**config.mk**
```make
export PLATFORM = sky130hd
export DESIGN_NAME = prefetch_gearbox
export DESIGN_NICKNAME = d
export VERILOG_FILES = /design/src/rtl/pfg_pkg.sv /design/src/rtl/pfg_rd_serializer.sv /design/src/rtl/pfg_wr_lane.sv /design/src/rtl/prefetch_gearbox.sv
export SDC_FILE = /design/constraint.sdc
export NUM_CORES = 1
export LEC_CHECK = 0
export BUFFER_PORTS_ARGS = -buffer_cell sky130_fd_sc_hd__buf_2
export CORE_UTILIZATION = 56
export DETAILED_ROUTE_END_ITERATION = 12
export PLACE_DENSITY_LB_ADDON = 0.12
export SETUP_SLACK_MARGIN = 0.2
export SYNTH_ARGS = -nofsm -noshare
export SYNTH_HDL_FRONTEND = slang
export SYNTH_SLANG_ARGS = --single-unit
```
**constraint.sdc**
```tcl
create_clock -name clk -period 3.05 [get_ports clk]
set_input_delay 0.305 -clock clk [delete_from_list [all_inputs] [get_ports clk]]
set_output_delay 0.305 -clock clk [all_outputs]
set_load 0.03 [all_outputs]
```
**src/rtl/pfg_pkg.sv**
```systemverilog
package pfg_pkg;

    parameter int unsigned LANES_D = 4;
    parameter int unsigned BYTE_D  = 8;
    parameter int unsigned BEATS_D = 4;

    // bit offset in the core word of the byte carried by a lane on a beat
    function automatic int unsigned slot_lsb(input int unsigned beat,
                                             input int unsigned lane,
                                             input int unsigned lanes,
                                             input int unsigned byte_w);
        return (beat * lanes + lane) * byte_w;
    endfunction

    // read serializer sequencing state
    typedef struct packed {
        logic active;
        logic strobe;
    } rd_flags_t;

endpackage

```
**src/rtl/pfg_rd_serializer.sv**
```systemverilog
module pfg_rd_serializer
    import pfg_pkg::*;
#(
    parameter int unsigned LANES  = LANES_D,
    parameter int unsigned BYTE_W = BYTE_D,
    parameter int unsigned BEATS  = BEATS_D,
    localparam int unsigned PIN_W  = LANES * BYTE_W,
    localparam int unsigned CORE_W = PIN_W * BEATS,
    localparam int unsigned BW     = $clog2(BEATS)
) (
    input  logic              clk,
    input  logic              rst,
    input  logic              load,
    input  logic [CORE_W-1:0] word,
    output logic              ready,
    output logic [PIN_W-1:0]  dq,
    output logic              oe,
    output logic [LANES-1:0]  strobe
);

    logic [CORE_W-1:0] word_q;
    logic [BW-1:0]     beat_q;
    rd_flags_t         fl_q;
    logic              last;

    assign last  = fl_q.active && (beat_q == BW'(BEATS - 1));
    assign ready = !fl_q.active || last;

    always_ff @(posedge clk) begin
        if (rst) begin
            word_q <= '0;
            beat_q <= '0;
            fl_q   <= '0;
        end else if (load && ready) begin
            word_q    <= word;
            beat_q    <= '0;
            fl_q.active <= 1'b1;
            fl_q.strobe <= ~fl_q.strobe;
        end else if (fl_q.active) begin
            if (last) begin
                fl_q.active <= 1'b0;
                fl_q.strobe <= 1'b0;
            end else begin
                beat_q      <= beat_q + 1'b1;
                fl_q.strobe <= ~fl_q.strobe;
            end
        end
    end

    assign dq     = fl_q.active ? word_q[beat_q * PIN_W +: PIN_W] : '0;
    assign oe     = fl_q.active;
    assign strobe = {LANES{fl_q.strobe & fl_q.active}};

    // strobe register rests low outside a burst
    a_r3_idle_low: assert property (@(posedge clk) disable iff (rst)
        !fl_q.active |-> !fl_q.strobe);

    // strobe flips on every beat while the burst continues
    a_r3_toggle: assert property (@(posedge clk) disable iff (rst)
        (fl_q.active && $past(fl_q.active)) |-> (fl_q.strobe != $past(fl_q.strobe)));

    // word in flight is not replaced before the last beat
    a_r4_hold: assert property (@(posedge clk) disable iff (rst)
        (fl_q.active && !ready) |=> $stable(word_q));

endmodule

```
**src/rtl/pfg_wr_lane.sv**
```systemverilog
module pfg_wr_lane
    import pfg_pkg::*;
#(
    parameter int unsigned BYTE_W = BYTE_D,
    parameter int unsigned BEATS  = BEATS_D,
    localparam int unsigned CW    = $clog2(BEATS + 1),
    localparam int unsigned BW    = $clog2(BEATS),
    localparam int unsigned LW    = BEATS * BYTE_W
) (
    input  logic              clk,
    input  logic              rst,
    input  logic              accept,
    input  logic              clear,
    input  logic [BYTE_W-1:0] d,
    input  logic              m,
    input  logic              s,
    output logic              full_next,
    output logic              busy,
    output logic [LW-1:0]     bytes_next,
    output logic [BEATS-1:0]  mask_next
);

    logic              s_q;
    logic [CW-1:0]     cnt_q;
    logic [LW-1:0]     bytes_q;
    logic [BEATS-1:0]  mask_q;
    logic              cap;
    logic              room;
    logic [BW-1:0]     slot;

    assign cap  = accept && (s != s_q);
    assign room = cnt_q < CW'(BEATS);
    assign slot = cnt_q[BW-1:0];

    always_comb begin
        bytes_next = bytes_q;
        mask_next  = mask_q;
        if (cap && room) begin
            bytes_next[slot * BYTE_W +: BYTE_W] = d;
            mask_next[slot]                     = m;
        end
    end

    assign full_next = (cnt_q == CW'(BEATS)) || (cap && cnt_q == CW'(BEATS - 1));
    assign busy      = cnt_q != '0;

    always_ff @(posedge clk) begin
        if (rst) begin
            s_q     <= 1'b0;
            cnt_q   <= '0;
            bytes_q <= '0;
            mask_q  <= '0;
        end else begin
            s_q <= s;
            if (clear) begin
                cnt_q <= '0;
            end else if (cap && room) begin
                cnt_q   <= cnt_q + 1'b1;
                bytes_q <= bytes_next;
                mask_q  <= mask_next;
            end
        end
    end

    // a lane never holds more than one word of beats
    a_r5_cnt_bound: assert property (@(posedge clk) disable iff (rst)
        cnt_q <= CW'(BEATS));

    // with the window closed the beat count cannot advance
    a_r10_closed_hold: assert property (@(posedge clk) disable iff (rst)
        (!accept && !clear) |=> $stable(cnt_q));

endmodule

```
**src/rtl/prefetch_gearbox.sv**
```systemverilog
module prefetch_gearbox
    import pfg_pkg::*;
#(
    parameter int unsigned LANES  = LANES_D,
    parameter int unsigned BYTE_W = BYTE_D,
    parameter int unsigned BEATS  = BEATS_D,
    localparam int unsigned PIN_W  = LANES * BYTE_W,
    localparam int unsigned CORE_W = PIN_W * BEATS,
    localparam int unsigned BE_W   = LANES * BEATS,
    localparam int unsigned LW     = BEATS * BYTE_W
) (
    input  logic              clk,
    input  logic              rst,
    input  logic              rd_load,
    input  logic [CORE_W-1:0] rd_word,
    output logic              rd_ready,
    output logic [PIN_W-1:0]  dq_out,
    output logic              dq_oe,
    output logic [LANES-1:0]  rdqs,
    input  logic              wr_en,
    input  logic [PIN_W-1:0]  dq_in,
    input  logic [LANES-1:0]  dm_in,
    input  logic [LANES-1:0]  wdqs,
    output logic              core_wr_valid,
    output logic [CORE_W-1:0] core_wr_data,
    output logic [BE_W-1:0]   core_wr_be,
    output logic              wr_err
);

    pfg_rd_serializer #(
        .LANES (LANES),
        .BYTE_W(BYTE_W),
        .BEATS (BEATS)
    ) u_rd (
        .clk   (clk),
        .rst   (rst),
        .load  (rd_load),
        .word  (rd_word),
        .ready (rd_ready),
        .dq    (dq_out),
        .oe    (dq_oe),
        .strobe(rdqs)
    );

    logic [LANES-1:0] lane_full;
    logic [LANES-1:0] lane_busy;
    logic [LW-1:0]    lane_bytes [LANES];
    logic [BEATS-1:0] lane_mask  [LANES];
    logic             complete;
    logic             abort;
    logic             clear;

    assign complete = wr_en && (&lane_full);
    assign abort    = !wr_en && (|lane_busy);
    assign clear    = complete || abort;

    for (genvar k = 0; k < LANES; k++) begin : g_lane
        pfg_wr_lane #(
            .BYTE_W(BYTE_W),
            .BEATS (BEATS)
        ) u_lane (
            .clk       (clk),
            .rst       (rst),
            .accept    (wr_en),
            .clear     (clear),
            .d         (dq_in[k * BYTE_W +: BYTE_W]),
            .m         (dm_in[k]),
            .s         (wdqs[k]),
            .full_next (lane_full[k]),
            .busy      (lane_busy[k]),
            .bytes_next(lane_bytes[k]),
            .mask_next (lane_mask[k])
        );
    end

    logic [CORE_W-1:0] asm_data;
    logic [BE_W-1:0]   asm_mask;

    always_comb begin
        asm_data = '0;
        asm_mask = '0;
        for (int b = 0; b < BEATS; b++) begin
            for (int k = 0; k < LANES; k++) begin
                asm_data[slot_lsb(b, k, LANES, BYTE_W) +: BYTE_W] = lane_bytes[k][b * BYTE_W +: BYTE_W];
                asm_mask[b * LANES + k] = lane_mask[k][b];
            end
        end
    end

    always_ff @(posedge clk) begin
        if (rst) begin
            core_wr_valid <= 1'b0;
            wr_err        <= 1'b0;
            core_wr_data  <= '0;
            core_wr_be    <= '0;
        end else begin
            core_wr_valid <= complete;
            wr_err        <= abort;
            if (complete) begin
                core_wr_data <= asm_data;
                core_wr_be   <= ~asm_mask;
            end
        end
    end

    // a word is either delivered or dropped, never both
    a_r9_exclusive: assert property (@(posedge clk) disable iff (rst)
        !(core_wr_valid && wr_err));

    // a dropped burst raises a single-cycle error
    a_r9_err_pulse: assert property (@(posedge clk) disable iff (rst)
        wr_err |=> !wr_err);

    // each assembled word is offered for exactly one cycle
    a_r6_valid_pulse: assert property (@(posedge clk) disable iff (rst)
        core_wr_valid |=> !core_wr_valid);

    // read strobes are quiet whenever no beat is driven
    a_r3_pins_quiet: assert property (@(posedge clk) disable iff (rst)
        !dq_oe |-> (rdqs == '0));

endmodule

```
Word level (Yosys, flattened, before mapping):

Cells that the tools add are included.

* bits in registers: 438
* input port bits: 172
* output and inout bits: 184
* logic and storage cells: 143

* $add $sub $neg: 9
* $lt $le $gt $ge: 12
* eq/ne operators: 13
* shift operators: 9
* multiplexer cells: 29
* bitwise gates (word level): 5
* reductions and logical operators: 42

Operators with widths (count)
* $mux W32: 5
* $neg A5 Y34: 4
* $shift A8 B34 Y32 const A: 4
* $shiftx A8 B34 Y32: 4
* $bwmux W32: 4
* $shiftx A128 B8 Y32: 1
* $logic_and A1 B1 Y1: 20
* $bwmux W4: 4
* $mux W4: 4
* $not A16 Y16: 1
* $add A3 B1 Y3 const B: 4
* $eq A3 B2 Y1 const B: 4
* $eq A3 B3 Y1 const B: 4
* $lt A2 B3 Y1 const B: 4
* $lt A3 B3 Y1 const B: 4
* $reduce_bool A3 Y1: 4
* $reduce_and A2 Y1: 5
* $demux W1 S2: 4
* $ge A2 B1 Y1 const B: 4
* $logic_or A1 B1 Y1: 6
* $mux W1: 6
* $mux W2: 2
* $ne A1 B1 Y1: 4
* $reduce_and A4 Y1: 1
* other kinds (8): 12

Longest topological paths before layout:

* depth after elaboration: 9
* depth in mapped cells: 10
* depth with buffers taken out: 7

Cells and area by module:

A second synthesis with hierarchy kept.

* cells, all modules: 2641
* area, all modules: 23675.2 um^2

Modules (own cells, without submodules)
* pfg_wr_lane at g_lane[0].u_lane ...: instances 3, cells each 321, area an instance 2587.5 um^2, seq. area each 800.8 um^2
* pfg_rd_serializer: instances 1, cells each 718, area an instance 6824.0 um^2, seq. area each 2642.5 um^2
* prefetch_gearbox: instances 1, cells each 634, area an instance 6470.0 um^2, seq. area each 2922.8 um^2
* pfg_wr_lane at g_lane[3].u_lane: instances 1, cells each 326, area an instance 2618.8 um^2, seq. area each 800.8 um^2

Worst setup path before layout:

OpenSTA, ideal clock, no wires.

* path kind: reg-to-reg
* from: reg g_lane[1].u_lane.cnt_q[0]
* to: reg core_wr_data[72]
* setup time: 0.086 ns
* data arrival time: 2.289 ns
* data required time: 2.964 ns
* slack: 0.676 ns
* cell stages (with the launch flop): 10
* path buffers: 2
* clock period less this slack: 2.374 ns
* path through: dfxtp_1 clkbuf_1 inv_1 ha_1 clkbuf_1 nor4b_1 nand2_1 nor2_1 a21oi_1 a211oi_1

* longest elaborated chain between the ends: 5
* elaborated cells between the ends (all ways): 13
* classes of those cells: add/sub: 1; order compare: 1; eq/ne: 2; shift: 2; mux: 2; reduce/logical: 5

Ends and longest elaborated chain
* start, declared: line pfg_wr_lane.sv:24 `logic [CW-1:0] cnt_q;`
* start signal, assigned: line pfg_wr_lane.sv:58 `cnt_q <= cnt_q + 1'b1;`
* parallel branches: the longest is 5 deep, another holds $neg A5 Y34
* end signal, assigned: line prefetch_gearbox.sv:100 `core_wr_data <= asm_data;`
* end, declared: line prefetch_gearbox.sv:25 `output logic [CORE_W-1:0] core_wr_data,`

Several ways; the timed one is not identified.
A chain may end at the register's enable or synchronous reset.

Final worst setup path:

* from: reg g_lane[0].u_lane.cnt_q[1]
* to: reg g_lane[2].u_lane.bytes_q[6]

* longest elaborated chain between the ends: 8
* elaborated cells between the ends (all ways): 12
* classes of those cells: eq/ne: 2; bitwise: 1; reduce/logical: 9

Ends and longest elaborated chain
* start, declared: line pfg_wr_lane.sv:24
* start signal, assigned: line pfg_wr_lane.sv:58
* $eq A3 B2 Y1: line pfg_wr_lane.sv:44 `assign full_next = (cnt_q == CW'(BEATS)) || (cap && cnt_q == CW'(BEATS - 1));`
* $logic_and A1 B1 Y1: line pfg_wr_lane.sv:44
* $logic_or A1 B1 Y1: line pfg_wr_lane.sv:44
* $reduce_and A4 Y1: line prefetch_gearbox.sv:53 `assign complete = wr_en && (&lane_full);`
* $logic_and A1 B1 Y1: line prefetch_gearbox.sv:53
* $logic_or A1 B1 Y1 *: line prefetch_gearbox.sv:55 `assign clear = complete || abort;`
* $not A1 Y1 (no line) *
* $reduce_and A2 Y1 (no line) *
* end signal, assigned: line pfg_wr_lane.sv:59 `bytes_q <= bytes_next;`
* end, declared: line pfg_wr_lane.sv:25 `logic [LW-1:0] bytes_q;`

Every way passes the cells marked *; elsewhere a longest branch is shown, timed or not.

==> metrics <==
skew final=0.00873 ns; drt first pass iters=5; clock root buffer=clkbuf_16; PD cells=between 500 and 600 nW/µm²; warnings from Yosys=0; post-route ant nets=0; Max IR drop VDD=between 0.5 and 0.6 mV; first-pass GRT wire length=81200 µm; Distinct cells, synth=40; Port Buffers=~360; clk_lat worst skew=0.53 ns; row count=66; GRT Overall Usage=around 29%; net count of the finished layout=2725; max_slew headroom=approximately half; worst slack, placed=about 0.25 ns; CTS tree=built; post-synthesis sequential area ratio=46.4%; Post-synth EDFFs=0; status=finished clean; MaxCap Viol Count=0; Core ar.=around 33000 µm²; largest net degree at the start of global routing=125; Die Area=between 30000 and 40000 µm²; Least-Margin Pin Slew=between 0.7 and 0.8 ns; TritonCTS Buffers=45; WP data required=3.49 ns; WP data arrival=around 3.1 ns; Achievable Freq=about 0.38 GHz; Routability Congestion=around 0.84; clock buffer depth=3; area of the multi-input gates=a little over 9000 µm²; final cycle utilization of the critical path=approximately 87%; DRC viols=0; post-route setup slack=between 0.4 and 0.5 ns; via count=roughly 17000; DR iter-0 viols=roughly 1200; top_reg_cell synth=dfxtp_1; Worst setup SP type=flop; Fin Setup TNS=0 ns; Synth Instances=about 2200; crit path max fanout=34; syn avg cell area=roughly 8.5 µm²; final critical-path required period=around 2.6 ns; Setup CP Type=flop to flop; fillers=approximately 2700; DR WL/cell=approximately 17 µm; RSZ-0062 raised after global routing=false; die width=between 150 and 200 µm; commonest cells after routing, fill and taps aside=dfxtp_1, a21oi_1, nand2_1, buf_2, nor2_1; die height=between 150 and 200 µm; Synth Register Bits=between 400 and 500; WL final=around 52000 µm; register area=roughly 8800 µm²; DP HPWL=approximately 34000 µm; CP Capture Type=flop; Syn Nets=between 2000 and 2500; Reg2Reg Depth=8; hold path cells=3; Pins Over Slew Limit=0; Starting Density=between 50% and 60%; grt ovf=0; commonest non-fill, non-tap cell in the layout=dfxtp_1; Cell Area, Synth=around 19000 µm²; endpoints failing setup=0; htree depth=2; vias in the first global route=approximately 16000; area delta synth->final=21.2%; CTS Sinks=438; Hold Path Class=input pin to flop; antenna violations before repair=7; Synth async-reset ratio=0%; share of cells above drive strength 1=between 20% and 30%; Via density=approximately 5.8; Clock transition at path regs=about 0.060 ns; IO Pins=about 360; P_leak=around 8.7 nW; Final Hold Viols=0
[flip-flops by register name, summed over array words and instances (netlist names)]
register / flops
core_wr_data: 128
u_rd.beat_q: 2
g_lane.u_lane.mask_q: 16
core_wr_be: 16
wr_err: 1
g_lane.u_lane.bytes_q: 128
g_lane.u_lane.s_q: 4
core_wr_valid: 1
u_rd.fl_q: 1
u_rd.oe: 1
g_lane.u_lane.cnt_q: 12
u_rd.word_q: 128
[area by class of cell]
class	instances	area share (%)
Inverter	13	0.213
Clock buffer	68	5.79
Sequential cell	438	38.3
Tap cell	442	2.42
Multi-Input combinational cell	1578	40.3
Clock inverter	13	0.957
Timing Repair Buffer	448	11.9
Antenna cell	13	0.142
[final timing paths]
kind	start	endpoint	slack [ns]
setup / recovery	g_lane[0].u_lane.cnt_q[1]	g_lane[2].u_lane.bytes_q[6]	0.41
setup reg to reg	g_lane[0].u_lane.cnt_q[1]	g_lane[2].u_lane.bytes_q[6]	0.41
hold / removal	rd_word[53]	u_rd.word_q[53]	0.008
hold reg to reg	u_rd.word_q[35]	u_rd.word_q[35]	0.45
[where the power goes]
group / switching, W / internal, W
combinational: 0.00103 / 0.000647
sequential: 0.000140 / 0.00599
clock: 0.00225 / 0.00350
[cells by family after synthesis]
kind of cell | share of synthesized area (%)
multiplexers | 4.24
AND/OR/NAND/NOR | 18.0
buffers and inverters | 4.90
adder cells (fa/ha/maj) | 1.92
XOR/XNOR | 0.490
AO/OA/AOI/OAI | 24.0
flip-flops | 46.4
[synthesized netlist by cell type, types with 7 or more instances]
cell type    n  share of area [%]
nor2b_1     10               0.33
a21boi_0    13               0.52
buf_2       37               0.98
buf_1       16               0.32
clkbuf_1   141                2.8
dfxtp_1    438                 46
nand2_1    383                7.6
ha_1        29                1.9
nor3b_1      8               0.32
a211oi_1   204                8.1
and3_1      18               0.60
buf_6        7               0.42
o21ai_0      8               0.21
nor2_1     242                4.8
nand3_1     39                1.0
nand4_1     20               0.66
nor3_1       9               0.24
a21oi_1    415                 11
mux4_2      32                3.8
and2_1      42                1.4
mux2i_1      8               0.42
inv_1       13               0.26
a211oi_2    60                4.0
[timing repair]
item,CTS,global route
gates resized for setup,0,1
buffers inserted,0,2
hold buffers,38,0
setup endpoints to repair,0,43
hold endpoints to repair,38,0
[worst max-delay path, cell delays in order (launching register included)]
cell,delay [ns]
dfxtp_1,0.38
ha_1,0.25
ha_1,0.17
a31oi_1,0.19
or4_4,0.63
buf_4,0.25
and2_1,0.16
buf_4,0.25
a211oi_1,0.27
[per-stage QoR]
| step | instance area [µm²] | cells | total power (W) | hold slack (ns) | util (%) |
|---|---|---|---|---|---|
| after global placement | 20900 | 2878 | 0.00781 | 0.439 | 63.6 |
| after floorplan | 18900 | 2232 | 0.00735 | 0.433 | - |
| after detailed placement | 20900 | 2878 | 0.00786 | 0.444 | 63.6 |
| final | 22900 | 3013 | 0.0136 | 0.00771 | 69.6 |
| after CTS | 22800 | 2997 | 0.0136 | 0.000239 | 69.4 |
| after global routing | 22900 | 3006 | 0.0140 | 0.00397 | 69.6 |
[routing by layer]
layer  GRT usage (%)  up-vias  share of wire, %
met3            5.28      129               7.2
li1                -     8441                 -
met4            11.5        0               3.2
met5               0        -                 0
met2            46.1      654                47
met1            38.4     8116                43
No activity file was read; power rests on OpenSTA's default activity.
